<file path="src/rtl/rfsh_pkg.sv">
package rfsh_pkg;
  typedef enum logic {
    ENG_IDLE = 1'b0,
    ENG_BUSY = 1'b1
  } eng_state_e;
endpackage

</file>
<file path="src/rtl/rfsh_interval_timer.sv">
module rfsh_interval_timer #(
  parameter int REFI_NORM = 64,
  parameter int REFI_HOT  = 32
) (
  input  logic clk,
  input  logic rst_n,
  input  logic temp_hot,
  output logic due
);
  localparam int CW = $clog2(REFI_NORM + 1);
  localparam logic [CW-1:0] LD_NORM = CW'(REFI_NORM - 1);
  localparam logic [CW-1:0] LD_HOT  = CW'(REFI_HOT - 1);

  logic [CW-1:0] cnt_q, cnt_d;
  logic          hot_q;
  logic          hot_rise;

  always_comb begin
    hot_rise = temp_hot & ~hot_q;
    due      = (cnt_q == '0) & ~hot_rise;
    if (hot_rise)
      cnt_d = LD_HOT;
    else if (cnt_q == '0)
      cnt_d = temp_hot ? LD_HOT : LD_NORM;
    else
      cnt_d = cnt_q - 1'b1;
  end

  always_ff @(posedge clk or negedge rst_n) begin
    if (!rst_n) begin
      cnt_q <= LD_NORM;
      hot_q <= 1'b0;
    end else begin
      cnt_q <= cnt_d;
      hot_q <= temp_hot;
    end
  end
endmodule

</file>
<file path="src/rtl/rfsh_busy_engine.sv">
module rfsh_busy_engine
  import rfsh_pkg::*;
#(
  parameter int  SUBARRAYS = 4,
  parameter int  RCW       = 8,
  localparam int STEPW     = $clog2(2 * SUBARRAYS)
) (
  input  logic             clk,
  input  logic             rst_n,
  input  logic             due,
  input  logic             mode_dual,
  input  logic [RCW-1:0]   row_cycles,
  output logic             busy,
  output logic             start,
  output logic             strobe,
  output logic             dual_q,
  output logic [STEPW-1:0] step,
  output logic             pending
);
  localparam logic [STEPW-1:0] LAST_PB = STEPW'(2 * SUBARRAYS - 1);

  eng_state_e       st_q, st_d;
  logic [RCW-1:0]   rc_q, rc_d, rtmr_q, rtmr_d, rc_eff;
  logic [STEPW-1:0] step_q, step_d, last_step;
  logic             dual_d, pend_q, pend_d, strobe_q;

  always_comb begin
    rc_eff    = (row_cycles == '0) ? RCW'(1) : row_cycles;
    last_step = dual_q ? '0 : LAST_PB;
    start     = (st_q == ENG_IDLE) && (due || pend_q);
    st_d      = st_q;
    rc_d      = rc_q;
    rtmr_d    = rtmr_q;
    step_d    = step_q;
    dual_d    = dual_q;
    pend_d    = pend_q;
    if (start) begin
      st_d   = ENG_BUSY;
      rc_d   = rc_eff;
      rtmr_d = rc_eff - 1'b1;
      step_d = '0;
      dual_d = mode_dual;
      pend_d = 1'b0;
    end else if (st_q == ENG_BUSY) begin
      if (due) pend_d = 1'b1;
      if (rtmr_q == '0) begin
        if (step_q == last_step) begin
          st_d = ENG_IDLE;
        end else begin
          step_d = step_q + 1'b1;
          rtmr_d = rc_q - 1'b1;
        end
      end else begin
        rtmr_d = rtmr_q - 1'b1;
      end
    end
  end

  always_ff @(posedge clk or negedge rst_n) begin
    if (!rst_n) begin
      st_q     <= ENG_IDLE;
      rc_q     <= '0;
      rtmr_q   <= '0;
      step_q   <= '0;
      dual_q   <= 1'b0;
      pend_q   <= 1'b0;
      strobe_q <= 1'b0;
    end else begin
      st_q     <= st_d;
      rc_q     <= rc_d;
      rtmr_q   <= rtmr_d;
      step_q   <= step_d;
      dual_q   <= dual_d;
      pend_q   <= pend_d;
      strobe_q <= start;
    end
  end

  assign busy    = (st_q == ENG_BUSY);
  assign strobe  = strobe_q;
  assign step    = step_q;
  assign pending = pend_q;
endmodule

</file>
<file path="src/rtl/rfsh_bank_sequencer.sv">
module rfsh_bank_sequencer #(
  parameter int  NUM_BANKS   = 8,
  parameter int  ROWS_PER_SA = 8,
  localparam int BW          = $clog2(NUM_BANKS),
  localparam int RW          = $clog2(ROWS_PER_SA),
  localparam int PW          = $clog2(NUM_BANKS / 2)
) (
  input  logic          clk,
  input  logic          rst_n,
  input  logic          start,
  input  logic          mode_dual,
  output logic [BW-1:0] bank_a,
  output logic [BW-1:0] bank_b,
  output logic [RW-1:0] row_a,
  output logic [RW-1:0] row_b
);
  logic [PW-1:0] pidx_q, pidx_d;
  logic [BW-1:0] bidx_q, bidx_d;
  logic [BW-1:0] sel_a, sel_b;
  logic [BW-1:0] bank_a_q, bank_a_d, bank_b_q, bank_b_d;
  logic [RW-1:0] row_a_q, row_a_d, row_b_q, row_b_d;
  logic [RW-1:0] rowptr_q [NUM_BANKS];
  logic [RW-1:0] rowptr_d [NUM_BANKS];

  always_comb begin
    sel_a    = mode_dual ? {pidx_q, 1'b0} : bidx_q;
    sel_b    = {pidx_q, 1'b1};
    pidx_d   = pidx_q;
    bidx_d   = bidx_q;
    bank_a_d = bank_a_q;
    bank_b_d = bank_b_q;
    row_a_d  = row_a_q;
    row_b_d  = row_b_q;
    if (start) begin
      bank_a_d = sel_a;
      bank_b_d = sel_b;
      row_a_d  = rowptr_q[sel_a];
      row_b_d  = rowptr_q[sel_b];
      if (mode_dual) pidx_d = pidx_q + 1'b1;
      else           bidx_d = bidx_q + 1'b1;
    end
  end

  for (genvar g = 0; g < NUM_BANKS; g++) begin : g_ptr
    logic [RW-1:0] inc;
    always_comb begin
      inc = '0;
      if (start) begin
        if (mode_dual) begin
          if (PW'(g / 2) == pidx_q) inc = RW'(1);
        end else begin
          if (BW'(g) == bidx_q) inc = RW'(2);
        end
      end
      rowptr_d[g] = rowptr_q[g] + inc;
    end
    always_ff @(posedge clk or negedge rst_n) begin
      if (!rst_n) rowptr_q[g] <= '0;
      else        rowptr_q[g] <= rowptr_d[g];
    end
  end

  always_ff @(posedge clk or negedge rst_n) begin
    if (!rst_n) begin
      pidx_q   <= '0;
      bidx_q   <= '0;
      bank_a_q <= '0;
      bank_b_q <= '0;
      row_a_q  <= '0;
      row_b_q  <= '0;
    end else begin
      pidx_q   <= pidx_d;
      bidx_q   <= bidx_d;
      bank_a_q <= bank_a_d;
      bank_b_q <= bank_b_d;
      row_a_q  <= row_a_d;
      row_b_q  <= row_b_d;
    end
  end

  assign bank_a = bank_a_q;
  assign bank_b = bank_b_q;
  assign row_a  = row_a_q;
  assign row_b  = row_b_q;
endmodule

</file>
<file path="src/rtl/rfsh_dual_bank_sched.sv">
module rfsh_dual_bank_sched #(
  parameter int  NUM_BANKS       = 8,
  parameter int  SUBARRAYS       = 4,
  parameter int  ROWS_PER_SA     = 8,
  parameter int  WINDOW_NORM_CYC = 2048,
  parameter int  RCW             = 8,
  localparam int BW              = $clog2(NUM_BANKS),
  localparam int RW              = $clog2(ROWS_PER_SA),
  localparam int SAW             = $clog2(SUBARRAYS),
  localparam int BUNDLES         = (NUM_BANKS / 2) * ROWS_PER_SA,
  localparam int REFI_NORM       = WINDOW_NORM_CYC / BUNDLES,
  localparam int REFI_HOT        = REFI_NORM / 2
) (
  input  logic                 clk,
  input  logic                 rst_n,
  input  logic                 temp_hot,
  input  logic                 mode_dual,
  input  logic [RCW-1:0]       row_cycles,
  input  logic                 req_valid,
  input  logic [BW-1:0]        req_bank,
  output logic                 req_stall,
  output logic [NUM_BANKS-1:0] busy_mask,
  output logic                 refresh_strobe,
  output logic                 refresh_pending,
  output logic [BW-1:0]        grp_a_bank,
  output logic [RW-1:0]        grp_a_row,
  output logic [SUBARRAYS-1:0] grp_a_sa_mask,
  output logic                 grp_b_valid,
  output logic [BW-1:0]        grp_b_bank,
  output logic [RW-1:0]        grp_b_row,
  output logic [SUBARRAYS-1:0] grp_b_sa_mask
);
  localparam int STEPW = SAW + 1;

  logic [1:0]       rst_sync_q;
  logic             rst_int_n;
  logic             due, busy, start, dual_q;
  logic [STEPW-1:0] step;
  logic [BW-1:0]    bank_a, bank_b;
  logic [RW-1:0]    row_a, row_b;

  always_ff @(posedge clk or negedge rst_n) begin
    if (!rst_n) rst_sync_q <= 2'b00;
    else        rst_sync_q <= {rst_sync_q[0], 1'b1};
  end
  assign rst_int_n = rst_sync_q[1];

  rfsh_interval_timer #(
    .REFI_NORM (REFI_NORM),
    .REFI_HOT  (REFI_HOT)
  ) u_timer (
    .clk      (clk),
    .rst_n    (rst_int_n),
    .temp_hot (temp_hot),
    .due      (due)
  );

  rfsh_busy_engine #(
    .SUBARRAYS (SUBARRAYS),
    .RCW       (RCW)
  ) u_engine (
    .clk        (clk),
    .rst_n      (rst_int_n),
    .due        (due),
    .mode_dual  (mode_dual),
    .row_cycles (row_cycles),
    .busy       (busy),
    .start      (start),
    .strobe     (refresh_strobe),
    .dual_q     (dual_q),
    .step       (step),
    .pending    (refresh_pending)
  );

  rfsh_bank_sequencer #(
    .NUM_BANKS   (NUM_BANKS),
    .ROWS_PER_SA (ROWS_PER_SA)
  ) u_seq (
    .clk       (clk),
    .rst_n     (rst_int_n),
    .start     (start),
    .mode_dual (mode_dual),
    .bank_a    (bank_a),
    .bank_b    (bank_b),
    .row_a     (row_a),
    .row_b     (row_b)
  );

  for (genvar g = 0; g < NUM_BANKS; g++) begin : g_busy
    assign busy_mask[g] = busy && ((bank_a == BW'(g)) || (dual_q && (bank_b == BW'(g))));
  end

  for (genvar s = 0; s < SUBARRAYS; s++) begin : g_sa
    assign grp_a_sa_mask[s] = busy && (dual_q || (step[SAW-1:0] == SAW'(s)));
    assign grp_b_sa_mask[s] = busy && dual_q;
  end

  always_comb begin
    grp_b_valid = busy && dual_q;
    grp_a_bank  = busy ? bank_a : '0;
    grp_b_bank  = grp_b_valid ? bank_b : '0;
    grp_b_row   = grp_b_valid ? row_b : '0;
    if (!busy)       grp_a_row = '0;
    else if (dual_q) grp_a_row = row_a;
    else             grp_a_row = row_a + RW'(step[SAW]);
    req_stall   = req_valid && busy_mask[req_bank];
  end
endmodule

</file>
<file path="config.mk">
export PLATFORM = sky130hd
export DESIGN_NAME = rfsh_dual_bank_sched
export DESIGN_NICKNAME = d
export VERILOG_FILES = /design/src/rtl/rfsh_pkg.sv /design/src/rtl/rfsh_interval_timer.sv /design/src/rtl/rfsh_busy_engine.sv /design/src/rtl/rfsh_bank_sequencer.sv /design/src/rtl/rfsh_dual_bank_sched.sv
export SDC_FILE = /design/constraint.sdc
export NUM_CORES = 1
export LEC_CHECK = 0
export ABC_CLOCK_PERIOD_IN_PS = 3600
export BUFFER_PORTS_ARGS = -buffer_cell sky130_fd_sc_hd__buf_2
export CAP_MARGIN = 20
export CORE_MARGIN = 8
export CORE_UTILIZATION = 25
export CTS_BUF_LIST = sky130_fd_sc_hd__clkbuf_4 sky130_fd_sc_hd__clkbuf_8 sky130_fd_sc_hd__clkbuf_16
export DETAILED_ROUTE_END_ITERATION = 16
export SLEW_MARGIN = 20
export SYNTH_ARGS = -nofsm -noshare
export SYNTH_HDL_FRONTEND = slang
export SYNTH_HIERARCHICAL = 1
export SYNTH_SLANG_ARGS = --single-unit
</file>
<file path="constraint.sdc">
create_clock -name clk -period 3.6 [get_ports clk]
set_input_delay 0.18 -clock clk [delete_from_list [all_inputs] [get_ports clk]]
set_output_delay 0.18 -clock clk [all_outputs]
set_load 0.02 [all_outputs]
</file>
* Word level (Yosys, flattened, before mapping)
Cells that the tools add are included.
** Word-level totals
- Register bits :: 74
- Bits in read-only memories :: 0
- Word-level logic and storage cells :: 195
- Bits in latches :: 0
- RAM bits :: 0
- Bits of input ports :: 16
- Output and inout port bits :: 32
- Memories :: 0
** Operators by class
- Reductions and logical operators :: 52
- $mul :: 0
- $lt $le $gt $ge :: 3
- Div/mod/pow operators :: 0
- $add $sub $neg :: 16
- Bitwise logic cells :: 8
- Muxes and demuxes :: 62
- Eq/ne operators :: 30
- Shift operators :: 0
** Operators with widths (number)
- two-way mux 3 bit :: 31
- two-way mux 8 bit :: 5
- adder 3 bit :: 8
- equality test 3 bit (second input constant) :: 8
- subtractor 8 x 1 -> 8 bit (second input constant) :: 3
- logical AND 1 bit :: 23
- binary-select mux 3 bit (select 3 bit) :: 2
- zero test 8 bit :: 2
- two-way mux 2 bit :: 8
- two-way mux 7 bit :: 2
- logical OR 1 bit :: 13
- equality test 3 x 2 -> 1 bit (second input constant) :: 4
- equality test 3 bit (first input constant) :: 4
- two-way mux 1 bit :: 12
- zero test 3 bit :: 3
- greater-or-equal comparator 4 bit (second input constant) :: 2
- NOT 3 -> 4 bit :: 2
- AND reduction 2 bit :: 4
- zero test 7 bit :: 1
- subtractor 7 x 1 -> 7 bit (second input constant) :: 1
- adder 3 x 1 -> 3 bit (second input constant) :: 2
- equality test 2 x 3 -> 1 bit (first input constant) :: 2
- equality test 3 x 1 -> 1 bit (second input constant) :: 2
- two-way mux 6 bit :: 1
- 17 further kinds :: 26

* Longest topological paths before layout
Gate-level depths: netlist of the first run.
- Depth after elaboration :: 8
- Gate-level depth with buffers :: 15
- Mapped depth without buffers :: 13

* Hierarchy
The synthesis of the first run kept the hierarchy.
** Modules (own cells, without submodules)
- rfsh_bank_sequencer :: cells an instance 166, area an instance 2180.8 µm², instances 1, seq. area each 1026.0 µm²
- rfsh_busy_engine :: cells an instance 138, area an instance 1282.5 µm², instances 1, seq. area each 575.6 µm²
- rfsh_dual_bank_sched :: cells an instance 81, area an instance 599.3 µm², instances 1, seq. area each 50.0 µm²
- rfsh_interval_timer :: cells an instance 39, area an instance 420.4 µm², instances 1, seq. area each 207.7 µm²

* Least setup slack after synthesis of the first run
No wires, ideal clock.
- Path type :: register -> register
- From :: reg u_timer.cnt_q[0]
- To :: reg u_seq/rowptr_q[10] in the netlist's numbering
- Period minus slack after synthesis :: 3.300 ns
- Stages on the path, launching flop included :: 14
- Path buffers :: 4
- Library setup time :: 0.136 ns
- Setup slack :: 0.300 ns
- Data arrival time :: 3.164 ns
- Path through :: dfstp_2 -> inv_1 -> ha_1 -> nor3b_1 -> and3_2 -> o21bai_4 -> inv_4 -> clkbuf_1 -> clkbuf_1 -> clkbuf_2 -> clkbuf_1 -> and3_1 -> ha_1 -> fa_1
** RTL lines
- start, declared :: line rfsh_interval_timer.sv:14 : logic [CW-1:0] cnt_q, cnt_d;
- start signal, assigned :: line rfsh_interval_timer.sv:34 : cnt_q <= cnt_d;
- end signal, assigned by index :: line rfsh_bank_sequencer.sv:59 : else rowptr_q[g] <= rowptr_d[g];
- end, declared :: line rfsh_bank_sequencer.sv:22 : logic [RW-1:0] rowptr_q [NUM_BANKS];

* Final worst setup path of the first run
- From :: reg u_timer.cnt_q[0]
- To :: reg u_engine.rtmr_q[7]
** Between the ends
- Word-level cells in the longest chain between the ends :: 6
- Elaborated cells between the ends (all ways) :: 8
- Classes of those cells :: eq/ne: 1; mux: 1; bitwise: 1; reduce/logical: 5
** RTL lines
- zero test 7 bit * :: line rfsh_interval_timer.sv:20 : due = (cnt_q == '0) & ~hot_rise;
- bitwise AND 1 bit * :: line rfsh_interval_timer.sv:20
- via due :: line rfsh_dual_bank_sched.sv:37 : logic due, busy, start, dual_q;
- logical OR 1 bit * :: line rfsh_busy_engine.sv:30 : start = (st_q == ENG_IDLE) && (due || pend_q);
- logical AND 1 bit * :: line rfsh_busy_engine.sv:30
- via start :: line rfsh_dual_bank_sched.sv:37
- inequality test 3 x 2 -> 1 bit (no line) or nonzero test 2 bit (tied branches)
- AND reduction 2 bit (no line)
- end signal, assigned :: line rfsh_busy_engine.sv:71 : rtmr_q <= rtmr_d;
- end, declared :: line rfsh_busy_engine.sv:23 : logic [RCW-1:0] rc_q, rc_d, rtmr_q, rtmr_d, rc_eff;
Mark *: on every way through the listed nets, which the timed path passes. The rest lies on a longest branch.
A chain may end at the register's enable or synchronous reset.

==> out/metrics.cfg, run 1 <==
[outcome]
status=finished clean

[placed_design]
portBuffers=47
placed_cell_area_um2=4920
place_hpwl_mm=7.75
gp_congestion=0.839

[clock_network]
clockBufferDepth=2
htreeDepth=3
cts.hold.buffers_added=2
cts_resized=0
clk_pin_slew_ns=0.06
postCtsSetupRepairBufs=0
cts_tree=done
cts.sinks=74
cts_root_buffer=clkbuf_16
clock_latency_ns=0.33
cts_buffers=9

[sta]
slew_violations=0
skew_ns=0.00587
finalHoldViolations=0
fmax_mhz=296
worst_slew_pin_slew_ns=0.753
fin_crit_sh_pct=93.8
setup_tns_ns=0
rsz0062_at_grt=no
fin_crit_ns=3.38
setup_violations=0
slew_headroom_pct=49.3

[power]
p_leak_nw=2.72
p_total_mw=2.41
peakVddDrop_uv=267
p_per_area_nw_per_um2=456

[synth]
synth_ff_type=dfrtp_1
yosysWarnings=6
ys_seq_area_share_pct=41.5
yosys.area_share.adder_pct=10.3
synth.ff_latch_count=74
synth-edff-count=0
synthCells=424
syn-num-nets=472
synthArstFlopShare_pct=100
synth_top_family_by_area=simple AND/OR/NAND/NOR gates
synthMuxAreaShare_pct=8.26
synth_top_area_share_pct=38.0
synth_simple_gate_area_share_pct=19.6
syn_avg_cell_area_um2=10.6
synth_xor_area_share_pct=3.71
synth.distinct_cells=72
syn_area_um2=4480
synth-compound-area-share_pct=12.2
synth_top_area_cell=dfrtp_1
synthTopCellsByArea=dfrtp_1 (38%), ha_1 (6.7%), nand2_1 (4.5%), mux2i_1 (4.2%), fa_1 (3.6%)

[route]
dr.pass1.iters=4
totalWireLength_mm=10.2
via_per_inst=4.72
drtIter0Drc=204
drtAntennaViolNets=0
via_count=3311
avgRoutedWirePerCell_um=14.6
drc=0

[worst_setup_path]
critPathCapture=u_engine/rtmr_q[7]
cp.depth=10
crit_chain=inv_1, ha_1, nor3b_1, and3_2, o21bai_4, inv_4, a311o_1, a222oi_1, a31oi_1, o31a_1
reg2reg_to=u_engine/rtmr_q[7]
rrSetupSlack_ns=0.22
timing.critical_path.buf_inv=2
cp_slowest_cell=a222oi_1
worstPathMaxFanout=24
rr_startpoint=u_timer/cnt_q[0]
critical_path.max_stage_delay_ns=0.70
worst-setup-path-type=flip-flop to flip-flop
cp-end-kind=flip-flop
cp-start-kind=flip-flop
required_ns=3.82
cp_top_family=compound AO/OA/AOI/OAI gates
ff2ff_path_depth=10
cp-startpoint=u_timer/cnt_q[0]
cp.arrival_ns=3.59

[global_routing]
grt_first_pass_wirelength_mm=17.2
grt_overflow=0
grt_max_degree=42
grt_antenna_before_repair=0
grt_pass1_vias=3394
grtUsageTotal_pct=9.44

[finish]
antennaDiodeCount=0
nNetsFinal=516
final_cell_mix=dfrtp_1 (67), nand2_1 (54), buf_2 (47)
area_growth_syn_to_layout_pct=17.8
drive_gt1_share_pct=21.8
final_common_cell=dfrtp_1
fin_area_um2=5280
fill_cells=1840

[worst_hold_path]
min_path_type=input pin to flip-flop

[floorplan]
coreArea_um2=17800
start_util_pct=25.2
dieArea_um2=22500
die_x_um=150
die_h_um=150
pin_count=48
rows=49

[run]
max_cap_viol_count=0

## logic make-up (layout without fill, tap and decap cells)
family,after synthesis,after routing
simple gates,162,162
mux,31,31
other cells,1,1
fa+ha+maj,32,32
flops,74,74
buf+inv,38,87
xor+xnor,19,19
compound gates,67,67
## layout make-up
type / count / area (um^2) / area share [%]
inverter: 17 / 66.3 / 1.26
tap: 229 / 287 / 5.43
clock inverter: 7 / 118 / 2.23
sequential: 74 / 1860 / 35.2
multi-input combinational: 312 / 2430 / 46.0
timing repair buffer: 54 / 293 / 5.55
clock buffer: 9 / 225 / 4.27
## synth_stat cells (all sizes together), types with 3 or more instances
| master | count |
|---|---|
| dfrtp | 68 |
| nand2 | 54 |
| ha | 24 |
| nor2 | 22 |
| mux2i | 20 |
| inv | 17 |
| and3 | 16 |
| and2 | 14 |
| buf | 11 |
| nor2b | 11 |
| xor2 | 11 |
| clkbuf | 10 |
| nand2b | 10 |
| o21a | 9 |
| o21ai | 9 |
| fa | 8 |
| mux2 | 8 |
| xnor2 | 8 |
| nor3 | 7 |
| dfstp | 6 |
| a31oi | 5 |
| a211o | 4 |
| a21oi | 4 |
| a22oi | 4 |
| nand4b | 4 |
| nor3b | 4 |
| nor4 | 4 |
| a2111o | 3 |
| a222oi | 3 |
| a311o | 3 |
| mux4 | 3 |
| nand3 | 3 |
| nor4b | 3 |
| o22ai | 3 |
| or3 | 3 |
## state kept, by name, indices dropped and copies added, names as in the netlist
name,flops
u_seq/rowptr_q,24
u_engine/rc_q,8
u_engine/rtmr_q,8
u_timer/cnt_q,7
u_engine/step,3
u_seq/bank_a,3
u_seq/bank_b,3
u_seq/bidx_q,3
u_seq/row_a,3
u_seq/row_b,3
rst_sync_q,2
u_seq/pidx_q,2
u_engine/busy,1
u_engine/dual_q,1
u_engine/pending,1
u_engine/strobe,1
u_timer/hot_q,1
## through the flow
step	instances	worst slack (ns)	util, %	hold slack (ns)
final	702	0.225	29.7	0.0825
after global routing	702	0.0612	29.7	0.0830
after CTS	702	0.247	29.7	0.0664
after detailed placement	684	0.263	27.6	-0.0207
after global placement	684	0.412	27.6	-0.0227
after floorplan	424	0.300	-	-0.116
## worst min path at each step
stage,to,start,cells after the start,slack (ns)
global placement,rst_sync_q[0],rst_n,1,-0.02
detailed placement,rst_sync_q[0],rst_n,1,-0.02
CTS,u_engine/rc_q[6],row_cycles[6],3,0.07
finish,u_engine/rc_q[2],row_cycles[2],3,0.08
floorplan,rst_sync_q[0],rst_n,0,-0.12
global route,u_engine/rc_q[6],row_cycles[6],3,0.08
## report_power, final
part	switching [mW]	leakage, nW	internal (mW)	total (mW)
sequential	0.0754	0.994	0.892	0.967
clock	0.343	0.169	0.676	1.02
combinational	0.236	1.55	0.187	0.423
## worst min-delay path, delay by kind of cell
family / cells / cell delay, ns
buffers and inverters: 1 / 0.10
AND/OR/NAND/NOR: 2 / 0.09
## routing by layer
metal,vias to the layer above,routed length [um],GRT usage [%],part of all wire [%]
li1,1593,-,-,-
met1,1629,4610,12.0,45
met2,78,4910,15.4,48
met3,11,605,2.45,5.9
met4,0,112,3.05,1.1
met5,-,0,0,0
Note: power is estimated with default switching activity, not from simulation.
==> inputs of run 2 (changes only) <==
--- a/config.mk
+++ b/config.mk
@@ -7,5 +7,5 @@
 export LEC_CHECK = 0
 export ABC_CLOCK_PERIOD_IN_PS = 3600
-export BUFFER_PORTS_ARGS = -buffer_cell sky130_fd_sc_hd__buf_2
+export BUFFER_PORTS_ARGS = -buffer_cell sky130_fd_sc_hd__clkbuf_2
 export CAP_MARGIN = 20
 export CORE_MARGIN = 8
@@ -13,4 +13,5 @@
 export CTS_BUF_LIST = sky130_fd_sc_hd__clkbuf_4 sky130_fd_sc_hd__clkbuf_8 sky130_fd_sc_hd__clkbuf_16
 export DETAILED_ROUTE_END_ITERATION = 16
+export PLACE_DENSITY = 0.52
 export SLEW_MARGIN = 20
 export SYNTH_ARGS = -nofsm -noshare
==> constraint.sdc (replaced) <==
create_clock -name clk -period 3.6 [get_ports clk]
set_input_delay 0.18 -clock clk [delete_from_list [all_inputs] [get_ports clk]]
set_output_delay 0.18 -clock clk [all_outputs]
set_load 0.05 [all_outputs]
==> out/metrics.cfg, run 2 (synthesized netlist as in run 1, its figures left out) <==
[global_routing]
grtUsageTotal_pct=9.93
grt_pass1_vias=3420
grt_overflow=0
grt_first_pass_wirelength_mm=17.8
grt_max_degree=45
grt_antenna_before_repair=0

[sta]
worst_slew_pin_slew_ns=0.769
fin_crit_sh_pct=83.9
finalHoldViolations=0
rsz0062_at_grt=no
fin_crit_ns=3.02
slew_violations=0
slew_headroom_pct=48.2
skew_ns=0.00750
setup_violations=0
fmax_mhz=331
setup_tns_ns=0

[route]
via_per_inst=4.70
drtIter0Drc=176
drtAntennaViolNets=0
dr.pass1.iters=4
avgRoutedWirePerCell_um=14.7
drc=0
totalWireLength_mm=10.4
via_count=3308

[placed_design]
dp_cells=686
place_hpwl_mm=7.79
portBuffers=47
gp_congestion=0.847

[clock_network]
cts_tree=done
htreeDepth=3
postCtsSetupRepairBufs=0
cts_buffers=9
cts_root_buffer=clkbuf_16
cts.sinks=74
clockBufferDepth=2
clk_pin_slew_ns=0.06
clock_latency_ns=0.34

[worst_hold_path]
min_path_type=input pin to flip-flop
hold_end=u_engine/rc_q[4]
min_path_cells=3
hold_start=row_cycles[4]

[floorplan]
pin_count=48
rows=49
dieArea_um2=22500
coreArea_um2=17800
start_util_pct=25.2
die_x_um=150
die_h_um=150

[worst_setup_path]
rr_startpoint=u_timer/cnt_q[0]
ff2ff_path_depth=10
worst-setup-path-type=flip-flop to flip-flop
worstPathMaxFanout=24
required_ns=3.81
cp.arrival_ns=3.23
reg2reg_to=u_seq/rowptr_q[19]
cp-end-kind=flip-flop
cp-start-kind=flip-flop
rrSetupSlack_ns=0.58

[finish]
regMostFlops=u_seq/rowptr_q
fill_cells=1809
drive_gt1_share_pct=22.1
antennaDiodeCount=0
area_growth_syn_to_layout_pct=17.6
nNetsFinal=518
final_cell_mix=dfrtp_1 (67), nand2_1 (54), clkbuf_2 (47)
largest_reg_flops=24
layout.cells.non_filler=704
final_common_cell=dfrtp_1
reg_top3=u_seq/rowptr_q (24), u_engine/rc_q (8), u_engine/rtmr_q (8)

[power]
peakVddDrop_uv=226
p_leak_nw=2.68
p_per_area_nw_per_um2=447

[run]
max_cap_viol_count=0

[outcome]
status=finished clean

==> run 2: changes by cell type in the layout (fill, tap and decap cells not counted) <==
cell,before,now
bufinv_16,3,2
buf_4,5,7
clkinv_4,2,1
clkbuf_2,0,47
clkinvlp_4,0,2
buf_2,47,0
==> run 2: critical path, stage by stage (launching register included) <==
cell and delay [ns]:
dfstp_2 0.38, inv_1 0.07, ha_1 0.19, nor3b_1 0.36
and3_2 0.31, o21bai_4 0.07, inv_4 0.19, buf_4 0.29
nor3b_1 0.36, and2_1 0.22, fa_1 0.43
==> run 2: worst max path at each step <==
stage / end / cells past startpoint / slack [ns] / startpoint
after floorplan: u_seq/rowptr_q[10] / 13 / 0.29 / u_timer/cnt_q[0]
after global placement: u_seq/rowptr_q[16] / 10 / 0.70 / u_timer/cnt_q[0]
after detailed placement: u_seq/rowptr_q[19] / 10 / 0.57 / u_timer/cnt_q[0]
after CTS: u_seq/rowptr_q[19] / 10 / 0.54 / u_timer/cnt_q[0]
after global routing: u_seq/rowptr_q[22] / 10 / 0.22 / u_timer/cnt_q[0]
final: u_seq/rowptr_q[19] / 10 / 0.58 / u_timer/cnt_q[0]
==> run 2: final cells by class <==
class / instances / area [um^2] / share of cell area (%)
Sequential cell: 74 / 1860 / 35.3
Clock inverter: 7 / 93.8 / 1.78
Timing Repair Buffer: 56 / 308 / 5.84
Tap cell: 229 / 287 / 5.44
Clock buffer: 9 / 225 / 4.27
Multi-Input combinational cell: 312 / 2430 / 46.1
Inverter: 17 / 66.3 / 1.26
==> run 2: routing by layer <==
| layer | routed length [um] | part of all wire, % | GRT usage [%] |
|---|---|---|---|
| met1 | 4810 | 46 | 12.7 |
| met2 | 4870 | 47 | 15.3 |
| met3 | 418 | 4.0 | 2.30 |
| met4 | 276 | 2.7 | 5.40 |
| met5 | 0 | 0 | 0 |
==> run 2: metrics by stage <==
step	cell area [um^2]	hold WS [ns]	power, mW	setup WS (ns)	util [%]
final	5270	0.0793	2.36	0.579	29.6
after global routing	5270	0.0796	2.48	0.224	29.6
after CTS	5270	0.0669	2.38	0.535	29.6
after detailed placement	4930	-0.0288	1.41	0.570	27.7
after global placement	4930	-0.0337	1.41	0.699	27.7
after floorplan	4480	-0.116	1.29	0.287	-
==> run 2: where the power goes <==
group / switching, mW / internal [mW] / leakage [nW]
clock network: 0.353 / 0.605 / 0.151
registers: 0.0744 / 0.892 / 0.994
logic: 0.235 / 0.198 / 1.54
total: 0.662 / 1.69 / 2.68
==> run 2: what timing repair did <==
| action | CTS | global route |
|---|---|---|
| gates resized for setup | 0 | 0 |
| hold buffers | 2 | 0 |
| hold endpoints to repair | 3 | 0 |
==> inputs of run 3 (changes only) <==
- ABC_CLOCK_PERIOD_IN_PS: 3600 -> 3000
- clock period: 3.6 -> 3 ns (I/O delays scaled with it)
==> out/metrics.cfg, run 3 (synthesized netlist as in run 1, its figures left out) <==
[finish]
antennaDiodeCount=0
multi_input_area_um2=2440
reg_top3=u_seq/rowptr_q (24), u_engine/rc_q (8), u_engine/rtmr_q (8)
regMostFlops=u_seq/rowptr_q
nNetsFinal=524
final_cell_mix=dfrtp_1 (67), nand2_1 (54), clkbuf_2 (47)
layout.cells.non_filler=710
drive_gt1_share_pct=23.7
final_common_cell=dfrtp_1
largest_reg_flops=24
area_growth_syn_to_layout_pct=19.9
seqCellArea_um2=1860
utilization_pct=30.2
fill_cells=1857

[worst_setup_path]
critical_path.max_stage_delay_ns=0.55
cp-start-kind=flip-flop
cp_slowest_cell=dfstp_2
worstPathMaxFanout=10
reg2reg_to=u_engine/rtmr_q[6]
required_ns=3.26
cp-startpoint=u_timer/cnt_q[0]
cp-end-kind=flip-flop
cp.arrival_ns=3.08
rrSetupSlack_ns=0.17
critPathCapture=u_engine/rtmr_q[6]
ff2ff_path_depth=11
timing.critical_path.buf_inv=3
crit_chain=inv_1, ha_1, nor3b_2, and3_4, o21bai_4, inv_4, a311o_1, a222oi_1, buf_4, nand4_1, a31oi_1
rr_startpoint=u_timer/cnt_q[0]
worst-setup-path-type=flip-flop to flip-flop
cp_top_family=compound AO/OA/AOI/OAI gates
cp.depth=11

[route]
dr.pass1.iters=4
via_count=3353
totalWireLength_mm=10.6
drtAntennaViolNets=0
via_per_inst=4.72
drtIter0Drc=224
avgRoutedWirePerCell_um=15.0
drc=0

[global_routing]
grt_overflow=0
grt_first_pass_wirelength_mm=17.5
use_met1_pct=13.2
grt_use_met3_pct=2.63
grt_pass1_vias=3314
met2_usage_pct=14.6
grt_max_degree=47
top_usage_layer=met2
grt_antenna_before_repair=0
grtUsageTotal_pct=9.93

[floorplan]
die_h_um=150
pin_count=48
coreArea_um2=17800
die_x_um=150
rows=49
dieArea_um2=22500
start_util_pct=25.2

[clock_network]
clk_pin_slew_ns=0.06
cts_buffers=9
clockBufferDepth=2
cts.sinks=74
postCtsSetupRepairBufs=0
cts_tree=done
clock_latency_ns=0.34
cts_root_buffer=clkbuf_16
htreeDepth=3

[outcome]
status=finished clean

[sta]
fmax_mhz=354
skew_ns=0.00545
finalHoldViolations=0
fin_crit_sh_pct=94.2
rsz0062_at_grt=yes
fin_crit_ns=2.83
holdWs_ns=0.0334
worst_slew_pin_slew_ns=0.638
setup_violations=0
setup_tns_ns=0
slew_headroom_pct=57.5
slew_violations=0

[placed_design]
dp_cells=692
portBuffers=47
place_hpwl_mm=8.04
gp_congestion=0.868

[power]
p_leak_nw=2.75
p_per_area_nw_per_um2=556
peakVddDrop_uv=236

[worst_hold_path]
min_path_type=input pin to flip-flop
min_path_cells=3

[run]
max_cap_viol_count=0

[run 3: timing repair]
action / in CTS / in global routing
endpoints found under the setup margin: 0 / 9
endpoints found under the hold margin: 3 / 0
hold buffers: 2 / 0
resized for setup: 0 / 2
[run 3: power by group]
group	leakage (nW)	total [mW]	switching, mW	internal (mW)
registers	0.994	1.16	0.0922	1.07
logic	1.58	0.553	0.293	0.260
clock network	0.176	1.27	0.418	0.854
[run 3: cell type report]
type	instances	share of cell area (%)
multi-input combinational	312	45.5
sequential	74	34.6
timing repair buffer	62	6.80
tap	229	5.33
clock buffer	11	4.70
clock inverter	5	1.86
inverter	17	1.23
[run 3: worst register-to-register path, stage by stage, from the launching register on]
cell,delay [ns]
dfstp_2,0.55
inv_1,0.06
ha_1,0.21
nor3b_2,0.18
and3_4,0.17
o21bai_4,0.18
inv_4,0.08
a311o_1,0.37
a222oi_1,0.43
buf_4,0.21
nand4_1,0.09
a31oi_1,0.20
[run 3: worst min-delay path by stage]
stage | to | startpoint
finish | u_engine/rc_q[6] | row_cycles[6]
global route | u_engine/rc_q[6] | row_cycles[6]
CTS | u_engine/rc_q[5] | row_cycles[5]
detailed placement | rst_sync_q[0] | rst_n
global placement | rst_sync_q[0] | rst_n
floorplan | rst_sync_q[0] | rst_n
[run 3: stage by stage]
stage | power, mW | worst slack, ns | cell area [um^2]
floorplan | 1.55 | 0.0193 | 4520
global placement | 1.72 | 0.196 | 4990
detailed placement | 1.73 | 0.131 | 4990
CTS | 3.02 | 0.107 | 5370
global route | 3.15 | -0.0325 | 5380
finish | 2.99 | 0.174 | 5380
[run 3: per-layer routing]
metal	routed length, um	share of wire, %
met4	224	2.1
met5	0	0
met2	4650	44
met3	686	6.5
met1	5050	48
